--- config.mk ---
export PLATFORM = sky130hd
export DESIGN_NAME = uart_rx_tagq
export DESIGN_NICKNAME = d
export VERILOG_FILES = /design/src/rtl/rxq_pkg.sv /design/src/rtl/rxq_control.sv /design/src/rtl/rxq_datapath.sv /design/src/rtl/uart_rx_tagq.sv
export SDC_FILE = /design/constraint.sdc
export NUM_CORES = 1
export LEC_CHECK = 0
export ABC_CLOCK_PERIOD_IN_PS = 5050
export BUFFER_PORTS_ARGS = -buffer_cell sky130_fd_sc_hd__buf_2
export CAP_MARGIN = 15
export CORE_AREA = 2 2 185 150
export CTS_CLUSTER_DIAMETER = 60
export DETAILED_ROUTE_END_ITERATION = 12
export DIE_AREA = 0 0 187 152
export PLACE_DENSITY = 0.48
export SLEW_MARGIN = 40
export SYNTH_ARGS = -nofsm -noshare
export SYNTH_HDL_FRONTEND = slang
export SYNTH_HIERARCHICAL = 1
export SYNTH_SLANG_ARGS = --single-unit
--- constraint.sdc ---
create_clock -name clk -period 5.05 [get_ports clk]
set_clock_uncertainty 0.1 [all_clocks]
set_input_delay 0.505 -clock clk [delete_from_list [all_inputs] [get_ports clk]]
set_output_delay 0.505 -clock clk [all_outputs]
set_load 0.02 [all_outputs]
--- src/rtl/rxq_pkg.sv ---
package rxq_pkg;
  localparam int DATA_W = 8;
  localparam int WORD_W = 16;

  typedef enum logic [2:0] {
    ST_IDLE,
    ST_START,
    ST_DATA,
    ST_PAR,
    ST_STOP
  } rxState_t;

  // strobes from the bit-timing control into the datapath
  typedef struct packed {
    logic shiftEn;
    logic parCap;
    logic frameDone;
  } rxStrobe_t;
endpackage

--- src/rtl/rxq_control.sv ---
module rxq_control
  import rxq_pkg::*;
#(
  parameter int OVS = 16
) (
  input  logic      clk,
  input  logic      rstN,
  input  logic      rxEnable,
  input  logic      parityEn,
  input  logic      sampleTick,
  input  logic      rxLine,
  output rxStrobe_t strobe
);
  localparam int TickW = $clog2(OVS);
  localparam int BitW  = $clog2(DATA_W);
  localparam int Half  = OVS / 2;

  rxState_t   state;
  logic [TickW-1:0] tickCnt;
  logic [BitW-1:0]  bitCnt;
  logic       lastLine;
  logic       atBitEnd;
  logic       atHalf;
  logic       fallEdge;

  assign atBitEnd = sampleTick && (tickCnt == TickW'(OVS - 1));
  assign atHalf   = sampleTick && (tickCnt == TickW'(Half - 1));
  assign fallEdge = lastLine && !rxLine;

  always_ff @(posedge clk or negedge rstN) begin
    if (!rstN) lastLine <= 1'b1;
    else       lastLine <= rxLine;
  end

  always_ff @(posedge clk or negedge rstN) begin
    if (!rstN) begin
      state   <= ST_IDLE;
      tickCnt <= '0;
      bitCnt  <= '0;
    end else if (!rxEnable) begin
      state   <= ST_IDLE;
      tickCnt <= '0;
      bitCnt  <= '0;
    end else begin
      unique case (state)
        ST_IDLE: begin
          tickCnt <= '0;
          bitCnt  <= '0;
          if (fallEdge) state <= ST_START;
        end
        ST_START: begin
          if (atHalf) begin
            tickCnt <= '0;
            state   <= rxLine ? ST_IDLE : ST_DATA;
          end else if (sampleTick) begin
            tickCnt <= tickCnt + 1'b1;
          end
        end
        ST_DATA: begin
          if (atBitEnd) begin
            tickCnt <= '0;
            bitCnt  <= bitCnt + 1'b1;
            if (bitCnt == BitW'(DATA_W - 1)) state <= parityEn ? ST_PAR : ST_STOP;
          end else if (sampleTick) begin
            tickCnt <= tickCnt + 1'b1;
          end
        end
        ST_PAR: begin
          if (atBitEnd) begin
            tickCnt <= '0;
            state   <= ST_STOP;
          end else if (sampleTick) begin
            tickCnt <= tickCnt + 1'b1;
          end
        end
        ST_STOP: begin
          if (atBitEnd) begin
            tickCnt <= '0;
            state   <= ST_IDLE;
          end else if (sampleTick) begin
            tickCnt <= tickCnt + 1'b1;
          end
        end
        default: state <= ST_IDLE;
      endcase
    end
  end

  always_comb begin
    strobe.shiftEn   = rxEnable && (state == ST_DATA) && atBitEnd;
    strobe.parCap    = rxEnable && (state == ST_PAR)  && atBitEnd;
    strobe.frameDone = rxEnable && (state == ST_STOP) && atBitEnd;
  end
endmodule

--- src/rtl/rxq_datapath.sv ---
module rxq_datapath
  import rxq_pkg::*;
#(
  parameter int DEPTH       = 16,
  parameter int SYNC_STAGES = 2,
  localparam int CntW       = $clog2(DEPTH + 1)
) (
  input  logic              clk,
  input  logic              rstN,
  input  logic              rxEnable,
  input  logic              fifoMode,
  input  logic              parityEn,
  input  logic              parityOdd,
  input  logic [3:0]        trigLevel,
  input  logic              serialIn,
  input  logic              readStrobe,
  input  logic [2:0]        statusClr,
  input  rxStrobe_t         strobe,
  output logic              rxLine,
  output logic [WORD_W-1:0] rxWord,
  output logic              rxValid,
  output logic [CntW-1:0]   fifoCount,
  output logic [2:0]        status,
  output logic              intEnd,
  output logic              intErr
);
  localparam int PtrW = (DEPTH > 1) ? $clog2(DEPTH) : 1;

  // input synchroniser
  logic [SYNC_STAGES-1:0] syncQ;
  generate
    if (SYNC_STAGES == 1) begin : gSync1
      always_ff @(posedge clk or negedge rstN) begin
        if (!rstN) syncQ <= '1;
        else       syncQ <= serialIn;
      end
    end else begin : gSyncN
      always_ff @(posedge clk or negedge rstN) begin
        if (!rstN) syncQ <= '1;
        else       syncQ <= {syncQ[SYNC_STAGES-2:0], serialIn};
      end
    end
  endgenerate
  assign rxLine = syncQ[SYNC_STAGES-1];

  // frame shifter and parity capture
  logic [DATA_W-1:0] shiftReg;
  logic              parBit;
  always_ff @(posedge clk or negedge rstN) begin
    if (!rstN) begin
      shiftReg <= '0;
      parBit   <= 1'b0;
    end else begin
      if (strobe.shiftEn) shiftReg <= {rxLine, shiftReg[DATA_W-1:1]};
      if (strobe.parCap)  parBit   <= rxLine;
    end
  end

  logic              parErr, frmErr, anyErr;
  logic [WORD_W-1:0] newWord;
  always_comb begin
    parErr  = parityEn && (parBit != ((^shiftReg) ^ parityOdd));
    frmErr  = !rxLine;
    anyErr  = parErr || frmErr;
    newWord = {{(WORD_W - DATA_W - 2){1'b0}}, frmErr, parErr, shiftReg};
  end

  // holding word
  logic [WORD_W-1:0] holdWord;
  logic              holdFull;

  // queue storage
  logic [WORD_W-1:0] mem [DEPTH];
  logic [PtrW-1:0]   wrPtr, rdPtr;
  logic [CntW-1:0]   count;
  logic              modeQ;

  logic done, modeChg, fifoFull, pushOk, popOk, overflow, overrun, holdLoad;
  logic [CntW-1:0] newCount, trigEff;

  function automatic logic [PtrW-1:0] nextPtr(input logic [PtrW-1:0] p);
    return (p == PtrW'(DEPTH - 1)) ? '0 : p + 1'b1;
  endfunction

  always_comb begin
    done     = strobe.frameDone && rxEnable;
    modeChg  = fifoMode != modeQ;
    fifoFull = count == CntW'(DEPTH);
    pushOk   = done && fifoMode && !fifoFull && !modeChg;
    popOk    = readStrobe && fifoMode && (count != '0) && !modeChg;
    overflow = done && fifoMode && fifoFull;
    overrun  = done && !fifoMode && holdFull;
    holdLoad = done && !fifoMode && !holdFull;
    newCount = count + CntW'(pushOk) - CntW'(popOk);
    if (trigLevel == 4'd0 || int'(trigLevel) > DEPTH) trigEff = CntW'(1);
    else                                             trigEff = CntW'(trigLevel);
  end

  always_ff @(posedge clk or negedge rstN) begin
    if (!rstN) begin
      holdWord <= '0;
      holdFull <= 1'b0;
    end else if (holdLoad) begin
      holdWord <= newWord;
      holdFull <= 1'b1;
    end else if (readStrobe && !fifoMode) begin
      holdFull <= 1'b0;
    end
  end

  always_ff @(posedge clk) begin
    if (pushOk) mem[wrPtr] <= newWord;
  end

  always_ff @(posedge clk or negedge rstN) begin
    if (!rstN) begin
      wrPtr <= '0;
      rdPtr <= '0;
      count <= '0;
      modeQ <= 1'b0;
    end else begin
      modeQ <= fifoMode;
      if (modeChg) begin
        wrPtr <= '0;
        rdPtr <= '0;
        count <= '0;
      end else begin
        if (pushOk) wrPtr <= nextPtr(wrPtr);
        if (popOk)  rdPtr <= nextPtr(rdPtr);
        count <= newCount;
      end
    end
  end

  // interrupts and sticky status
  logic [2:0] setBits;
  always_comb begin
    setBits[0] = overrun || overflow;
    setBits[1] = done && parErr;
    setBits[2] = done && frmErr;
  end

  always_ff @(posedge clk or negedge rstN) begin
    if (!rstN) begin
      intEnd <= 1'b0;
      intErr <= 1'b0;
      status <= '0;
    end else begin
      intEnd <= (holdLoad && !anyErr) ||
                (pushOk && !anyErr && (newCount >= trigEff));
      intErr <= overrun || overflow || (done && anyErr);
      if (!rxEnable) status <= '0;
      else           status <= (status & ~statusClr) | setBits;
    end
  end

  assign fifoCount = count;
  assign rxValid   = fifoMode ? (count != '0) : holdFull;
  assign rxWord    = fifoMode ? ((count != '0) ? mem[rdPtr] : '0) : holdWord;
endmodule

--- src/rtl/uart_rx_tagq.sv ---
module uart_rx_tagq
  import rxq_pkg::*;
#(
  parameter int DEPTH       = 16,
  parameter int OVS         = 16,
  parameter int SYNC_STAGES = 2
) (
  input  logic        clk,
  input  logic        rstN,
  input  logic        rxEnable,
  input  logic        fifoMode,
  input  logic        parityEn,
  input  logic        parityOdd,
  input  logic [3:0]  trigLevel,
  input  logic        sampleTick,
  input  logic        serialIn,
  input  logic        readStrobe,
  input  logic [2:0]  statusClr,
  output logic [15:0] rxWord,
  output logic        rxValid,
  output logic [4:0]  fifoCount,
  output logic [2:0]  status,
  output logic        intEnd,
  output logic        intErr
);
  localparam int CntW = $clog2(DEPTH + 1);

  rxStrobe_t       strobe;
  logic            rxLine;
  logic [CntW-1:0] countInt;

  rxq_control #(.OVS(OVS)) uCtl (
    .clk        (clk),
    .rstN       (rstN),
    .rxEnable   (rxEnable),
    .parityEn   (parityEn),
    .sampleTick (sampleTick),
    .rxLine     (rxLine),
    .strobe     (strobe)
  );

  rxq_datapath #(.DEPTH(DEPTH), .SYNC_STAGES(SYNC_STAGES)) uDp (
    .clk        (clk),
    .rstN       (rstN),
    .rxEnable   (rxEnable),
    .fifoMode   (fifoMode),
    .parityEn   (parityEn),
    .parityOdd  (parityOdd),
    .trigLevel  (trigLevel),
    .serialIn   (serialIn),
    .readStrobe (readStrobe),
    .statusClr  (statusClr),
    .strobe     (strobe),
    .rxLine     (rxLine),
    .rxWord     (rxWord),
    .rxValid    (rxValid),
    .fifoCount  (countInt),
    .status     (status),
    .intEnd     (intEnd),
    .intErr     (intErr)
  );

  assign fifoCount = 5'(countInt);
endmodule

=== Word level (Yosys, flattened, before mapping) ===
Memories as Yosys holds them, arrays and structs flattened.
Index checks and enable logic that the tools add are counted.

* Multiplexer cells: 34
* $add $sub $neg: 6
* Equality and inequality tests: 20
* Reductions and logical operators: 48
* Bitwise gates (word level): 4
* Order comparisons: 1

{| class="wikitable"
|+ Operators by type and width
! operator !! number
|-
| 4-bit 2-to-1 mux || 11
|-
| 3-bit 2-to-1 mux || 11
|-
| 16-bit 2-to-1 mux || 2
|-
| 1-bit logical AND || 28
|-
| 3-bit by 2-bit inequality test with 1-bit output (second input constant) || 6
|-
| 3-bit case mux with 5 select lines || 1
|-
| 4-bit by 1-bit adder with 4-bit output (second input constant) || 3
|-
| 4-bit equality test (second input constant) || 3
|-
| 4-bit case mux with 3 select lines || 1
|-
| 8-bit parity || 1
|-
| 3-bit by 2-bit equality test with 1-bit output (second input constant) || 2
|-
| 3-bit equality test (second input constant) || 2
|-
| 1-bit logical NOT || 6
|-
| 3-bit case mux with 2 select lines || 1
|-
| 6-bit AND reduction || 1
|-
| 2-bit nonzero test || 3
|-
| 5-bit by 1-bit adder with 5-bit output || 1
|-
| 5-bit equality test (second input constant) || 1
|-
| 5-bit by 4-bit greater-or-equal comparator with 1-bit output || 1
|-
| 1-bit 2-to-1 mux || 5
|-
| 5-bit 2-to-1 mux || 1
|-
| 5-bit nonzero test || 1
|-
| 5-bit by 1-bit subtractor with 5-bit output || 1
|-
| 4-bit by 3-bit equality test with 1-bit output (second input constant) || 1
|-
| 15 further kinds || 19
|}

* Word-level logic and storage cells: 130
* Register bits after elaboration: 52
* Bits in writable memories: 160
* Bits of input ports: 16
* Memories kept: 1
* Output and inout bits: 27

{| class="wikitable"
|+ Memories
! name !! words !! bits a word !! read ports !! clocked after memory_dff !! write ports !! RTL line !! text
|-
| uDp.mem || 16 || 10 || 1 || 0 || 1 || rxq_datapath.sv:73 || <nowiki>logic [WORD_W-1:0] mem [DEPTH];</nowiki>
|}

=== Depth between registers and ports, before layout ===
* Depth after elaboration: 12
* Mapped depth: 18
* Mapped depth without buffers: 18

=== By module ===
Netlist, hierarchy kept.

{| class="wikitable"
|+ By module, submodules not included
! module !! sequential area each (µm²) !! area each (µm²) !! times used !! cells an instance
|-
| rxq_datapath || 5833.1 || 8400.6 || 1 || 492
|-
| rxq_control || 276.5 || 790.8 || 1 || 91
|}

=== Least setup slack after synthesis ===
No wires, ideal clock.

* Path type: reg-to-reg
* Start point: register uCtl.tickCnt[0]
* End point: register uDp.intEnd
* Data required time: 4.830 ns
* Library setup time: 0.120 ns
* Arrival time: 4.061 ns
* Stages on the path, launching flop included: 19
* Clock period less this slack: 4.280 ns
* Setup slack: 0.770 ns
* Path buffers: 0
* Cells stage by stage: dfrtp_1 -> ha_1 -> and3_4 -> nand2_4 -> nor4_1 -> nand2_1 -> nor3_2 -> inv_2 -> ha_1 -> inv_1 -> ha_1 -> inv_1 -> fa_1 -> xnor2_1 -> ha_1 -> o21ai_0 -> a21oi_1 -> or4_1 -> and3_1

{| class="wikitable"
|+ RTL lines
! element !! RTL line !! text
|-
| start: declaration || rxq_control.sv:19 || <nowiki>logic [TickW-1:0] tickCnt;</nowiki>
|-
| start signal: assignment || rxq_control.sv:56 || <nowiki>tickCnt <= tickCnt + 1'b1;</nowiki>
|-
| start signal: assignment || rxq_control.sv:65 || <nowiki>tickCnt <= tickCnt + 1'b1;</nowiki>
|-
| start signal: assignment || rxq_control.sv:73 || <nowiki>tickCnt <= tickCnt + 1'b1;</nowiki>
|-
| end signal: assignment || rxq_datapath.sv:149 || <nowiki>intEnd <= (holdLoad && !anyErr) ||</nowiki>
|-
| end: declaration || rxq_datapath.sv:24 || <nowiki>output logic intEnd,</nowiki>
|}

==> impl_metrics.yaml <==
layout:
  final_cell_mix: "edfxtp_1, nand2_1, dfrtp_1"
  syn2layout_area_growth_pct: 15.56
  diodes: 0
  final_common_cell: "edfxtp_1"
  drive_gt1_frac: 0.2390
  layout.nets: 678
place:
  post-dp-hpwl_um: 12850
  placement.io_buffers: 36
  place_ws_ns: 0.5796
  gp_congestion: 0.8077
synthesis:
  syn_area_um2: 9191
  synth_edf_count: 160
  ys_types: 59
  syn_avg_cell_area_um2: 15.77
  ys_seq_area_frac: 0.6647
  yosys_warnings: 6
  synthCells: 583
  ys_ff_latch: 212
  async_flop_share: 0.2453
  ys.flop_type: "edfxtp_1"
sta:
  finalHoldViolCount: 0
  worst_pin_slew_ns: 0.7152
  rsz0062_at_grt: "no"
  setup_ws_ns: 0.5659
  maxSlewViolCount: 0
  fin_tns_setup_ns: 0
  max_clock_freq_mhz: 223.0
  finalCriticalPeriod_ns: 4.484
  slew_headroom: 0.5232
  fin_crit_sh: 0.8879
  setup_viol: 0
floorplanning:
  start_util: 0.3427
  num_rows: 54
  die_width_um: 187
  fp.dieH_um: 152
  pin_count: 43
  core_area_um2: 26820
  die_area_um2: 28420
power:
  p_seq_frac: 0.478
  ir_drop_mv: 0.2651
  power.density_nw_per_um2: 378.8
  comb_power_share: 0.111
  clkPwrFrac: 0.410
  p_sw_uw: 988.7
  leakage_uw: 0.004166
  power.internal_uw: 3034
  switching_share: 0.2458
job:
  maxCapViolCount: 0
clock_tree:
  cts_tree: "done"
  ctsResizeCount: 0
  clock_path_buffers: 3
  clock_latency_ns: 0.52
  h-tree-depth: 1
  root_buffer: "clkbuf_16"
  numCtsBuffers: 24
  clock-sinks: 212
  clk_pin_slew_ns: 0.06
setup_path:
  worst_setup_path_end_kind: "register"
  critPathArrivalTime_ns: 4.78
  critical_path_required_ns: 5.35
  critPathKind: "register to register"
  crit_fanout: 6
  startpoint_type: "register"
  regToRegSetupSlack_ns: 0.57
route:
  routed_via_density: 4.957
  antenna_left: 0
  drcViolationCount: 0
  vias: 5081
  wl_um: 20280
  dr.pass1.iters: 5
  wire_per_inst_um: 19.78
  first_iter_violations: 356
global_route:
  grt_overflow: 0
  grtUsageTotal: 0.1436
  antenna_found_initial: 1
  grt_pass1_vias: 5268
  grt_pass1_wl_um: 31300
  grt_max_degree: 53
worst_hold_path:
  worst_hold_path_type: "primary input to register"
status:
  status: "finished clean"
[worst paths after layout]
check / start / to / cells after the start
max in group asynchronous: rstN / uDp/rdPtr[0] / 3
min in group asynchronous: rstN / uCtl/tickCnt[0] / 3
max reg2reg: uCtl/tickCnt[0] / uDp/intEnd / 18
min: statusClr[1] / uDp/status[1] / 2
min reg2reg: uDp/syncQ[0] / uDp/syncQ[1] / 0
max: uCtl/tickCnt[0] / uDp/intEnd / 18
[kinds of logic (layout without fill, tap and decap cells)]
group | after synthesis | count (layout) | share of synthesized area
compound gates | 71 | 71 | 0.05486
buf+inv | 57 | 130 | 0.02968
xor+xnor | 15 | 15 | 0.01783
other cells | 1 | 6 | 0.0004080
simple gates | 137 | 137 | 0.07283
fa+ha+maj | 19 | 19 | 0.02668
flops | 212 | 212 | 0.6647
mux | 71 | 71 | 0.1330
[power groups by stage]
stage / Sequential, uW / Clock [uW] / Combinational [uW]
after floorplan: 1940 / 0 / 341
after global placement: 1960 / 0 / 438
after detailed placement: 1960 / 0 / 444
after CTS: 1920 / 1700 / 447
after global routing: 1930 / 1770 / 497
final: 1920 / 1650 / 448
[metrics by stage]
| step | util | instance area (um2) | std cells | hold WS [ns] | total power, uW |
|---|---|---|---|---|---|
| 4_1_cts | 0.3955 | 10610 | 1024 | 0.05947 | 4072 |
| 3_5_place_dp | 0.3669 | 9842 | 979 | 0.2472 | 2405 |
| 6_report | 0.3960 | 10620 | 1025 | 0.07619 | 4023 |
| 2_1_floorplan | - | 9210 | 588 | 0.1094 | 2286 |
| 3_3_place_gp | 0.3669 | 9842 | 979 | 0.2563 | 2395 |
| 5_1_grt | 0.3960 | 10620 | 1025 | 0.05618 | 4200 |
[Yosys cell counts, drive strengths merged (8+ instances only)]
master  number  area share
edfxtp     160        0.52
nand2       54       0.023
dfrtp       49        0.13
mux4        40       0.098
nor2        27       0.011
inv         25       0.010
mux2i       22       0.024
buf         20       0.015
ha          18       0.025
nand2b      18       0.012
o21ai       15      0.0082
a21oi       13      0.0071
clkbuf      12      0.0049
o221ai      10      0.0095
mux2         9       0.011
nor2b        8      0.0054
nor3         8      0.0049
xnor2        8      0.0097
[flip-flops by register name (all words and copies together) (netlist names)]
name	count
uDp/intErr	1
uDp/modeQ	1
uDp/fifoCount	5
uDp/parBit	1
uDp/wrPtr	4
uDp/intEnd	1
uDp/rdPtr	4
uCtl/bitCnt	3
uDp/shiftReg	8
uDp/mem	160
uCtl/state	3
uDp/holdWord	10
uCtl/lastLine	1
uCtl/tickCnt	4
uDp/status	3
uDp/holdFull	1
uDp/syncQ	2
[metal layers]
layer | up-vias | track usage | routed length [um]
met5 | - | 0 | 0
met4 | 0 | 0.03099 | 328
met3 | 24 | 0.02426 | 980
met2 | 122 | 0.2301 | 9393
met1 | 2607 | 0.2063 | 9573
li1 | 2328 | - | -
[layout make-up]
class                           instances  area (um2)
Clock buffer                           31       646.9
Clock inverter                         13       108.9
Fill cell                            2511       16200
Inverter                               25       93.84
Multi-Input combinational cell        319        2828
Sequential cell                       212        6112
Tap cell                              364       455.4
Timing Repair Buffer                   61       376.6
[worst max-delay path: stages, from the launching register on]
cell	delay (ns)
dfrtp_1	0.43
ha_1	0.27
and3_4	0.25
nand2_4	0.08
nor4_1	0.45
nand2_1	0.17
nor3_2	0.27
inv_2	0.08
ha_1	0.27
inv_1	0.06
ha_1	0.15
inv_1	0.05
fa_1	0.40
xnor2_1	0.21
ha_1	0.26
o21ai_0	0.15
a21oi_1	0.06
or4_1	0.49
and3_1	0.17
[repair_timing]
action	CTS	global route
buffers inserted	0	0
endpoints found under the hold margin	1	30
hold buffers	1	1
(Power assumes the default switching activity.)
